<file path="config.mk">
export PLATFORM = sky130hd
export DESIGN_NAME = jtag_isp_tap
export DESIGN_NICKNAME = d
export VERILOG_FILES = /design/src/rtl/jtag_isp_pkg.sv /design/src/rtl/tap_fsm.sv /design/src/rtl/ir_unit.sv /design/src/rtl/dr_unit.sv /design/src/rtl/jtag_isp_tap.sv
export SDC_FILE = /design/constraint.sdc
export NUM_CORES = 1
export LEC_CHECK = 0
export ABC_CLOCK_PERIOD_IN_PS = 1900
export BUFFER_PORTS_ARGS = -buffer_cell sky130_fd_sc_hd__buf_4
export CORE_MARGIN = 5
export CORE_UTILIZATION = 45
export DETAILED_ROUTE_END_ITERATION = 12
export GPL_TIMING_DRIVEN = 0
export MAX_ROUTING_LAYER = met4
export PLACE_DENSITY = 0.71
export SLEW_MARGIN = 10
export SYNTH_ARGS = -nofsm -noshare
export SYNTH_HDL_FRONTEND = slang
export SYNTH_SLANG_ARGS = --single-unit
</file>
<file path="constraint.sdc">
create_clock -name tck -period 1.9 [get_ports tck]
set_clock_uncertainty 0.05 [all_clocks]
set_input_delay 0.285 -clock tck [delete_from_list [all_inputs] [get_ports tck]]
set_output_delay 0.285 -clock tck [all_outputs]
set_load 0.02 [all_outputs]
</file>
<file path="src/rtl/jtag_isp_pkg.sv">
package jtag_isp_pkg;

    localparam int IR_W = 8;
    localparam int ID_W = 32;

    localparam logic [IR_W-1:0] OP_EXTEST = 8'h00;
    localparam logic [IR_W-1:0] OP_SAMPLE = 8'h01;
    localparam logic [IR_W-1:0] OP_CLAMP  = 8'hFA;
    localparam logic [IR_W-1:0] OP_HIGHZ  = 8'hFC;
    localparam logic [IR_W-1:0] OP_USER   = 8'hFD;
    localparam logic [IR_W-1:0] OP_IDENT  = 8'hFE;
    localparam logic [IR_W-1:0] OP_BYPASS = 8'hFF;
    localparam logic [IR_W-1:0] OP_CFGGO  = 8'hEE;

    localparam logic [7:0]  FAMILY_CODE = 8'h50;
    localparam logic [10:0] MAKER_CODE  = 11'h049;

    typedef enum logic [3:0] {
        ST_RESET, ST_IDLE,
        ST_SEL_DR, ST_CAP_DR, ST_SH_DR, ST_EX1_DR, ST_PAU_DR, ST_EX2_DR, ST_UPD_DR,
        ST_SEL_IR, ST_CAP_IR, ST_SH_IR, ST_EX1_IR, ST_PAU_IR, ST_EX2_IR, ST_UPD_IR
    } tap_st_e;

    typedef enum logic [1:0] {DR_BYP, DR_IDENT, DR_USER, DR_BSR} dr_sel_e;

    function automatic tap_st_e tap_next(input tap_st_e st, input logic tms);
        case (st)
            ST_RESET:  return tms ? ST_RESET  : ST_IDLE;
            ST_IDLE:   return tms ? ST_SEL_DR : ST_IDLE;
            ST_SEL_DR: return tms ? ST_SEL_IR : ST_CAP_DR;
            ST_CAP_DR: return tms ? ST_EX1_DR : ST_SH_DR;
            ST_SH_DR:  return tms ? ST_EX1_DR : ST_SH_DR;
            ST_EX1_DR: return tms ? ST_UPD_DR : ST_PAU_DR;
            ST_PAU_DR: return tms ? ST_EX2_DR : ST_PAU_DR;
            ST_EX2_DR: return tms ? ST_UPD_DR : ST_SH_DR;
            ST_UPD_DR: return tms ? ST_SEL_DR : ST_IDLE;
            ST_SEL_IR: return tms ? ST_RESET  : ST_CAP_IR;
            ST_CAP_IR: return tms ? ST_EX1_IR : ST_SH_IR;
            ST_SH_IR:  return tms ? ST_EX1_IR : ST_SH_IR;
            ST_EX1_IR: return tms ? ST_UPD_IR : ST_PAU_IR;
            ST_PAU_IR: return tms ? ST_EX2_IR : ST_PAU_IR;
            ST_EX2_IR: return tms ? ST_UPD_IR : ST_SH_IR;
            default:   return tms ? ST_SEL_DR : ST_IDLE;
        endcase
    endfunction

    function automatic dr_sel_e dr_decode(input logic [IR_W-1:0] op, input logic has_id);
        case (op)
            OP_IDENT:             return has_id ? DR_IDENT : DR_BYP;
            OP_USER:              return DR_USER;
            OP_EXTEST, OP_SAMPLE: return DR_BSR;
            default:              return DR_BYP;
        endcase
    endfunction

    function automatic logic [IR_W-1:0] ir_capture(input logic isp, input logic sec);
        return {3'b000, isp, sec, 3'b001};
    endfunction

    function automatic logic [ID_W-1:0] ident_word(input logic [3:0] ver, input logic [7:0] prod);
        return {ver, FAMILY_CODE, prod, MAKER_CODE, 1'b1};
    endfunction

endpackage

</file>
<file path="src/rtl/tap_fsm.sv">
module tap_fsm
    import jtag_isp_pkg::*;
(
    input  logic    tck,
    input  logic    rst,
    input  logic    tms,
    output tap_st_e st_o
);
    tap_st_e st_q;
    logic [2:0] hi_cnt;

    always_ff @(posedge tck) begin
        if (rst) st_q <= ST_RESET;
        else     st_q <= tap_next(st_q, tms);
    end

    // count of consecutive high tms edges, saturating at five
    always_ff @(posedge tck) begin
        if (rst)              hi_cnt <= 3'd0;
        else if (!tms)        hi_cnt <= 3'd0;
        else if (hi_cnt != 5) hi_cnt <= hi_cnt + 3'd1;
    end

    assign st_o = st_q;


    five_high_reset_chk: assert property (@(posedge tck) disable iff (rst)
        (hi_cnt == 3'd5) |-> (st_q == ST_RESET));
endmodule

</file>
<file path="src/rtl/ir_unit.sv">
module ir_unit
    import jtag_isp_pkg::*;
#(
    parameter bit HAS_IDCODE = 1'b1
) (
    input  logic            tck,
    input  logic            rst,
    input  tap_st_e         st,
    input  logic            tdi,
    input  logic            isp_mode,
    input  logic            secure,
    output logic [IR_W-1:0] ir_cur_o,
    output logic            so_o
);
    localparam logic [IR_W-1:0] RESET_OP = HAS_IDCODE ? OP_IDENT : OP_BYPASS;

    logic [IR_W-1:0] sh_q;
    logic [IR_W-1:0] cur_q;

    always_ff @(posedge tck) begin
        if (rst) begin
            sh_q  <= '0;
            cur_q <= RESET_OP;
        end else begin
            case (st)
                ST_RESET:  cur_q <= RESET_OP;
                ST_CAP_IR: sh_q  <= ir_capture(isp_mode, secure);
                ST_SH_IR:  sh_q  <= {tdi, sh_q[IR_W-1:1]};
                ST_UPD_IR: cur_q <= sh_q;
                default: ;
            endcase
        end
    end

    assign ir_cur_o = cur_q;
    assign so_o     = sh_q[0];


    ir_capture_chk: assert property (@(posedge tck) disable iff (rst)
        (st == ST_CAP_IR) |=> (sh_q == {3'b000, $past(isp_mode), $past(secure), 3'b001}));


    reset_op_chk: assert property (@(posedge tck) disable iff (rst)
        (st == ST_RESET) |=> (cur_q == RESET_OP));
endmodule

</file>
<file path="src/rtl/dr_unit.sv">
module dr_unit
    import jtag_isp_pkg::*;
#(
    parameter logic [3:0] ID_VERSION = 4'h0,
    parameter logic [7:0] ID_PRODUCT = 8'h23
) (
    input  logic            tck,
    input  logic            rst,
    input  tap_st_e         st,
    input  dr_sel_e         sel,
    input  logic            tdi,
    input  logic [ID_W-1:0] user_code,
    input  logic            bsr_so,
    output logic            so_o
);
    localparam logic [ID_W-1:0] IDENT = ident_word(ID_VERSION, ID_PRODUCT);

    logic            byp_q;
    logic [ID_W-1:0] word_q;
    logic            word_sel;

    assign word_sel = (sel == DR_IDENT) || (sel == DR_USER);

    always_ff @(posedge tck) begin
        if (rst) begin
            byp_q  <= 1'b0;
            word_q <= '0;
        end else if (st == ST_CAP_DR) begin
            byp_q <= 1'b0;
            if (sel == DR_IDENT)     word_q <= IDENT;
            else if (sel == DR_USER) word_q <= user_code;
        end else if (st == ST_SH_DR) begin
            if (sel == DR_BYP) byp_q  <= tdi;
            if (word_sel)      word_q <= {tdi, word_q[ID_W-1:1]};
        end
    end

    always_comb begin
        case (sel)
            DR_IDENT, DR_USER: so_o = word_q[0];
            DR_BSR:            so_o = bsr_so;
            default:           so_o = byp_q;
        endcase
    end


    bypass_zero_chk: assert property (@(posedge tck) disable iff (rst)
        (st == ST_CAP_DR && sel == DR_BYP) |=> (byp_q == 1'b0));


    user_capture_chk: assert property (@(posedge tck) disable iff (rst)
        (st == ST_CAP_DR && sel == DR_USER) |=> (word_q == $past(user_code)));
endmodule

</file>
<file path="src/rtl/jtag_isp_tap.sv">
module jtag_isp_tap
    import jtag_isp_pkg::*;
#(
    parameter logic [3:0] ID_VERSION = 4'h0,
    parameter logic [7:0] ID_PRODUCT = 8'h23,
    parameter bit         HAS_IDCODE = 1'b1
) (
    input  logic        tck,
    input  logic        rst,
    input  logic        tms,
    input  logic        tdi,
    output logic        tdo,
    output logic        tdo_oe,
    input  logic        isp_mode_i,
    input  logic        secure_i,
    input  logic [31:0] user_code_i,
    input  logic        bsr_so_i,
    output logic        bsr_sel_o,
    output logic        dr_capture_o,
    output logic        dr_shift_o,
    output logic        dr_update_o,
    output logic        pins_hiz_o,
    output logic        pins_bsr_o,
    output logic        cfg_start_n_o
);
    tap_st_e         st;
    logic [IR_W-1:0] ir_cur;
    logic            ir_so;
    logic            dr_so;
    dr_sel_e         sel;
    logic            was_idle_q;
    logic            tdo_q;
    logic            oe_q;

    tap_fsm u_fsm (.tck(tck), .rst(rst), .tms(tms), .st_o(st));

    ir_unit #(.HAS_IDCODE(HAS_IDCODE)) u_ir (
        .tck(tck), .rst(rst), .st(st), .tdi(tdi),
        .isp_mode(isp_mode_i), .secure(secure_i),
        .ir_cur_o(ir_cur), .so_o(ir_so)
    );

    assign sel = dr_decode(ir_cur, HAS_IDCODE);

    dr_unit #(.ID_VERSION(ID_VERSION), .ID_PRODUCT(ID_PRODUCT)) u_dr (
        .tck(tck), .rst(rst), .st(st), .sel(sel), .tdi(tdi),
        .user_code(user_code_i), .bsr_so(bsr_so_i), .so_o(dr_so)
    );

    // serial output retimed to the falling edge
    always_ff @(negedge tck) begin
        if (rst) begin
            tdo_q <= 1'b0;
            oe_q  <= 1'b0;
        end else begin
            oe_q <= (st == ST_SH_IR) || (st == ST_SH_DR);
            if (st == ST_SH_IR)      tdo_q <= ir_so;
            else if (st == ST_SH_DR) tdo_q <= dr_so;
        end
    end

    always_ff @(posedge tck) begin
        if (rst) was_idle_q <= 1'b0;
        else     was_idle_q <= (st == ST_IDLE);
    end

    assign tdo           = tdo_q;
    assign tdo_oe        = oe_q;
    assign cfg_start_n_o = !((st == ST_IDLE) && !was_idle_q && (ir_cur == OP_CFGGO));
    assign pins_hiz_o    = (ir_cur == OP_HIGHZ);
    assign pins_bsr_o    = (ir_cur == OP_EXTEST) || (ir_cur == OP_CLAMP);
    assign bsr_sel_o     = (sel == DR_BSR);
    assign dr_capture_o  = bsr_sel_o && (st == ST_CAP_DR);
    assign dr_shift_o    = bsr_sel_o && (st == ST_SH_DR);
    assign dr_update_o   = bsr_sel_o && (st == ST_UPD_DR);


    cfg_single_chk: assert property (@(posedge tck) disable iff (rst)
        !cfg_start_n_o |=> cfg_start_n_o);


    cfg_context_chk: assert property (@(posedge tck) disable iff (rst)
        !cfg_start_n_o |-> (st == ST_IDLE && ir_cur == OP_CFGGO));


    tdo_drive_chk: assert property (@(posedge tck) disable iff (rst)
        tdo_oe |-> (st == ST_SH_IR || st == ST_SH_DR));


    hiz_bypass_chk: assert property (@(posedge tck) disable iff (rst)
        pins_hiz_o |-> (sel == DR_BYP));
endmodule

</file>
# Word level (Yosys, flattened, before mapping)
# Index checks and enable logic that the tools add are counted.
# op_classes
order_cmp	0
addsub	0
mul	0
n_reduce_logical	25
n_shift	0
bitwise	0
n_eq_ne	25
mux	24
div	0
# ops
op	count
32-bit 2-to-1 mux	5
4-bit one-hot mux with 11 select lines	1
8-bit == test, second input constant	5
4-bit == test, second input constant	8
8-bit one-hot mux with 2 select lines	2
4-bit by 3-bit == test with 1-bit output, second input constant	4
4-bit 2-to-1 mux	4
2-bit nonzero test	5
2-bit OR reduction	5
4-bit by 2-bit == test with 1-bit output, second input constant	2
8-bit by 1-bit == test with 1-bit output, second input constant	1
8-bit zero test	1
2-bit 2-to-1 mux	3
3-bit 2-to-1 mux	2
2-bit one-hot mux with 3 select lines	1
1-bit logical AND	5
1-bit 2-to-1 mux	5
2-bit == test, second input constant	2
4-bit by 1-bit == test with 1-bit output, second input constant	1
4-bit zero test	1
1-bit logical OR	3
3-bit by 1-bit != test with 1-bit output, second input constant	1
3-bit AND reduction	1
2-bit by 1-bit == test with 1-bit output, second input constant	1
4 further kinds	5
# word_totals
ram_bits	0
rom_bits	0
elab_cells	82
ff_bits	56
mem_count	0
latch_bits	0

# Longest topological paths before layout
# logic_depth
depth_word	8
ltp_mapped	8

# Modules after synthesis
# Synthesis repeated with hierarchy kept, for this count alone.
# hier_totals
cells_unflattened	322
hier_area_um2	2965.3
# modules_own_cells
mod	cells_each	area_each_um2	n_inst
dr_unit	198	1835.5	1
ir_unit	52	583.1	1
tap_fsm	38	291.5	1
jtag_isp_tap	34	255.2	1

==> summary.txt <==
Timing
  – Max Slew Vio Count: 0
  – Worst setup slack after layout: -0.780 ns
  – Slew at the pin closest to its max-slew limit: 0.639 ns
  – Worst hold margin: between 0.2 and 0.25 ns
  – Unrepaired setup endpoints after global routing: yes
  – Finish-stage setup viols: 41
  – Rel. slew slack: 57.2%
  – Fin. Hold Viols: 0

Drt
  – Drt first pass iters: 4
  – Vias/cell: 5.63
  – Via count: 2690
  – Metal-1 WL: around 3500 µm
  – Wire length on met2: 3680 µm
  – Uppermost layer routed: met4
  – Routed len/inst: about 16 µm
  – DRT iter0 DRCs: 86
  – DRC errors left: 0
  – Final ANT Viol Nets: 0
  – Met3 WL: 258 µm
  – Routed WL: 7480 µm

Floorplanning
  – Die Span X: 90.2 µm
  – Die Y: about 90 µm
  – Core area: 6310 µm²
  – FP Rows: 29
  – Initial core utilization: 45.9%
  – Top Ports: 48
  – Die area: 8140 µm²

Clock network
  – CTS H-tree depth: 2
  – CTS tree: yes
  – Hold-fix buffers at CTS: 0
  – Later-pin clock latency in the skew report: 0.30 ns
  – Max clock buf depth: 2
  – CTS clk-pin slew, worst paths: ~0.090 ns
  – Root Buffer: clkbuf_8
  – Clk sink count: 56
  – CTS buffer count: 5

Global route
  – Global Route Usage Sum: 18.6%
  – Antenna violations before repair: 0
  – GR Overflow Total: 0
  – Largest net degree at the start of global routing: 18
  – First-pass GRT wire length: roughly 12000 µm
  – Vias in the first global route: 2586

Outcome
  – Status: finished, violations left
  – Failing checks: setup timing

Setup path
  – CP top delay family: simple AND/OR/NAND/NOR gates
  – WP depth: 7
  – Crit path largest cell delay: 0.37 ns
  – Crit path required time: 1.13 ns
  – Nature of the critical path endpoint: flip-flop
  – Reg2Reg Launch Point: u_ir.ir_cur_o[6]
  – Slowest cell on crit path: dfxtp_4
  – Critical Path AT: 1.90 ns
  – Worst-path cell chain: nor4_4 > nand2_1 > and2_4 > ha_4 > inv_2 > a221oi_2 > o32ai_1
  – Startpoint types: flip-flop
  – Reg2reg path depth: 7
  – First element of the critical path: u_ir.ir_cur_o[6]
  – WP buf/inv: 1
  – Crit Path Max Fanout: 3
  – Crit path kind: reg -> reg

Power
  – VDD IR-drop max: 383 µV
  – Total design power: 2.07 mW
  – Cell Pwr Density: 545 nW/µm²
  – Leak: 1.30 nW

Finish
  – Area of the multi-input gates: 1770 µm²
  – Final design area excluding fillers: 3800 µm²
  – Diode count: 0
  – FILL cells: between 500 and 600
  – Fin nets: 443
  – Commonest cells after routing, fill and taps aside: buf_4 (54), dfxtp_1 (49), nand2_1 (44)
  – Most common cell after layout, fill and taps aside: buf_4
  – Share of post-route cells with drive strength above 1: around 30%
  – Sequential cell area: 1140 µm²
  – Area growth syn-to-layout: 31.2%

Hold path
  – Worst hold path cell count: 3
  – Hold Path Origin: tdi
  – HP Class: in -> reg

Placed design
  – Placer Congestion: ~0.76
  – Port buffer count: 45
  – Worst slack, placed: -0.871 ns
  – Placed cell area: 3410 µm²
  – Detail Placement HPWL: 5160 µm

Yosys
  – Async SR Flop Fraction: 0%
  – Top post-synthesis cells by area: dfxtp_1 (39%), mux2i_1 (9.0%), nor2b_1 (5.8%)
  – Syn avg cell area: 8.64 µm²
  – Yosys warns: 0
  – Sequential share of the synthesized area: 38.7%
  – Synth Net Count: 378
  – Synth Register Bits: 56
  – Post-synth top area cell: dfxtp_1
  – Post-synthesis instance area: between 2000 and 3000 µm²
  – Synth top area share: 38.7%
  – Post-synth EDFFs: 0
  – Main flop type after synthesis: dfxtp_1
  – Cell count after synthesis: about 340
  – Post-synthesis cell type count: 51

Job
  – Max Cap Viol: 0
-- tightest hold or removal path: stages --
cell and delay, ns:
buf_4 0.13, nand3_1 0.06, a21oi_1 0.06
-- layout make-up --
class / instances / area share (%)
flip-flops and latches: 56 / 30.0
repair buffers: 57 / 12.1
clock buffers: 6 / 1.91
well taps: 77 / 2.54
plain buffers: 31 / 5.57
clock inverters: 4 / 0.560
inverters: 6 / 0.593
multi-input cells: 241 / 46.7
-- power breakdown --
group / internal, mW / total (mW) / switching [mW]
Sequential: 1.17 / 1.18 / 0.00430
Clock: 0.269 / 0.656 / 0.387
Combinational: 0.117 / 0.234 / 0.117
-- final timing paths --
check | end | slack (ns)
max | tdo | -0.78
min | u_ir.sh_q[7] | 0.23
max reg2reg | tdo | -0.78
min reg2reg | u_ir.sh_q[1] | 0.43
-- layer usage --
layer,global-route usage (%),up-vias
met5,-,-
met3,3.51,9
met1,24.2,1280
met4,3.72,0
li1,-,1337
met2,30.4,64
-- flip-flops by register name, summed over array words and instances, names as in the netlist --
signal,cells
u_ir.ir_cur_o,8
tdo,1
u_dr.word_q,32
tdo_oe,1
u_fsm.st_o,4
u_dr.byp_q,1
u_ir.sh_q,8
was_idle_q,1
-- logic make-up (layout without fill, tap and decap cells) --
family                   count (synthesis)  after routing  synth area share, %
adder cells (fa/ha/maj)                  4              4                 1.73
flip-flops                              56             56                 38.7
AO/OA/AOI/OAI                           77             77                 20.7
buffers and inverters                   38            104                 5.57
multiplexers                            26             26                 8.99
AND/OR/NAND/NOR                        134            134                 24.2
-- timing repair --
item	4_1_cts	5_1_grt
resized for setup	44	5
pin swaps	18	2
setup buffers	10	0
setup endpoints to repair	42	43
cloned	2	0
-- cell usage after synthesis, types with 2 or more instances --
master	instances
a211oi_1	5
a21o_1	2
a21oi_1	9
a221oi_1	2
a31oi_1	2
and2_1	5
and3_1	5
buf_2	6
clkbuf_1	23
dfxtp_1	56
ha_1	4
inv_1	6
mux2i_1	26
nand2_1	44
nand3_1	6
nand3b_1	2
nand4_1	2
nor2_1	16
nor2b_1	27
nor3_1	10
nor3b_1	2
nor4_1	2
nor4b_1	2
o21a_1	2
o21ai_0	6
o22a_1	7
o22ai_1	24
o32ai_1	3
o32ai_2	7
-- through the flow --
step                instances  TNS (ns)  utilization [%]
finish                    478    -20.92             60.1
global route              478    -26.20             60.1
CTS                       478    -20.83             60.0
detailed placement        457    -12.93             54.1
global placement          457    -11.26             54.1
floorplan                 335     -3.20                -
(Power assumes the default switching activity.)
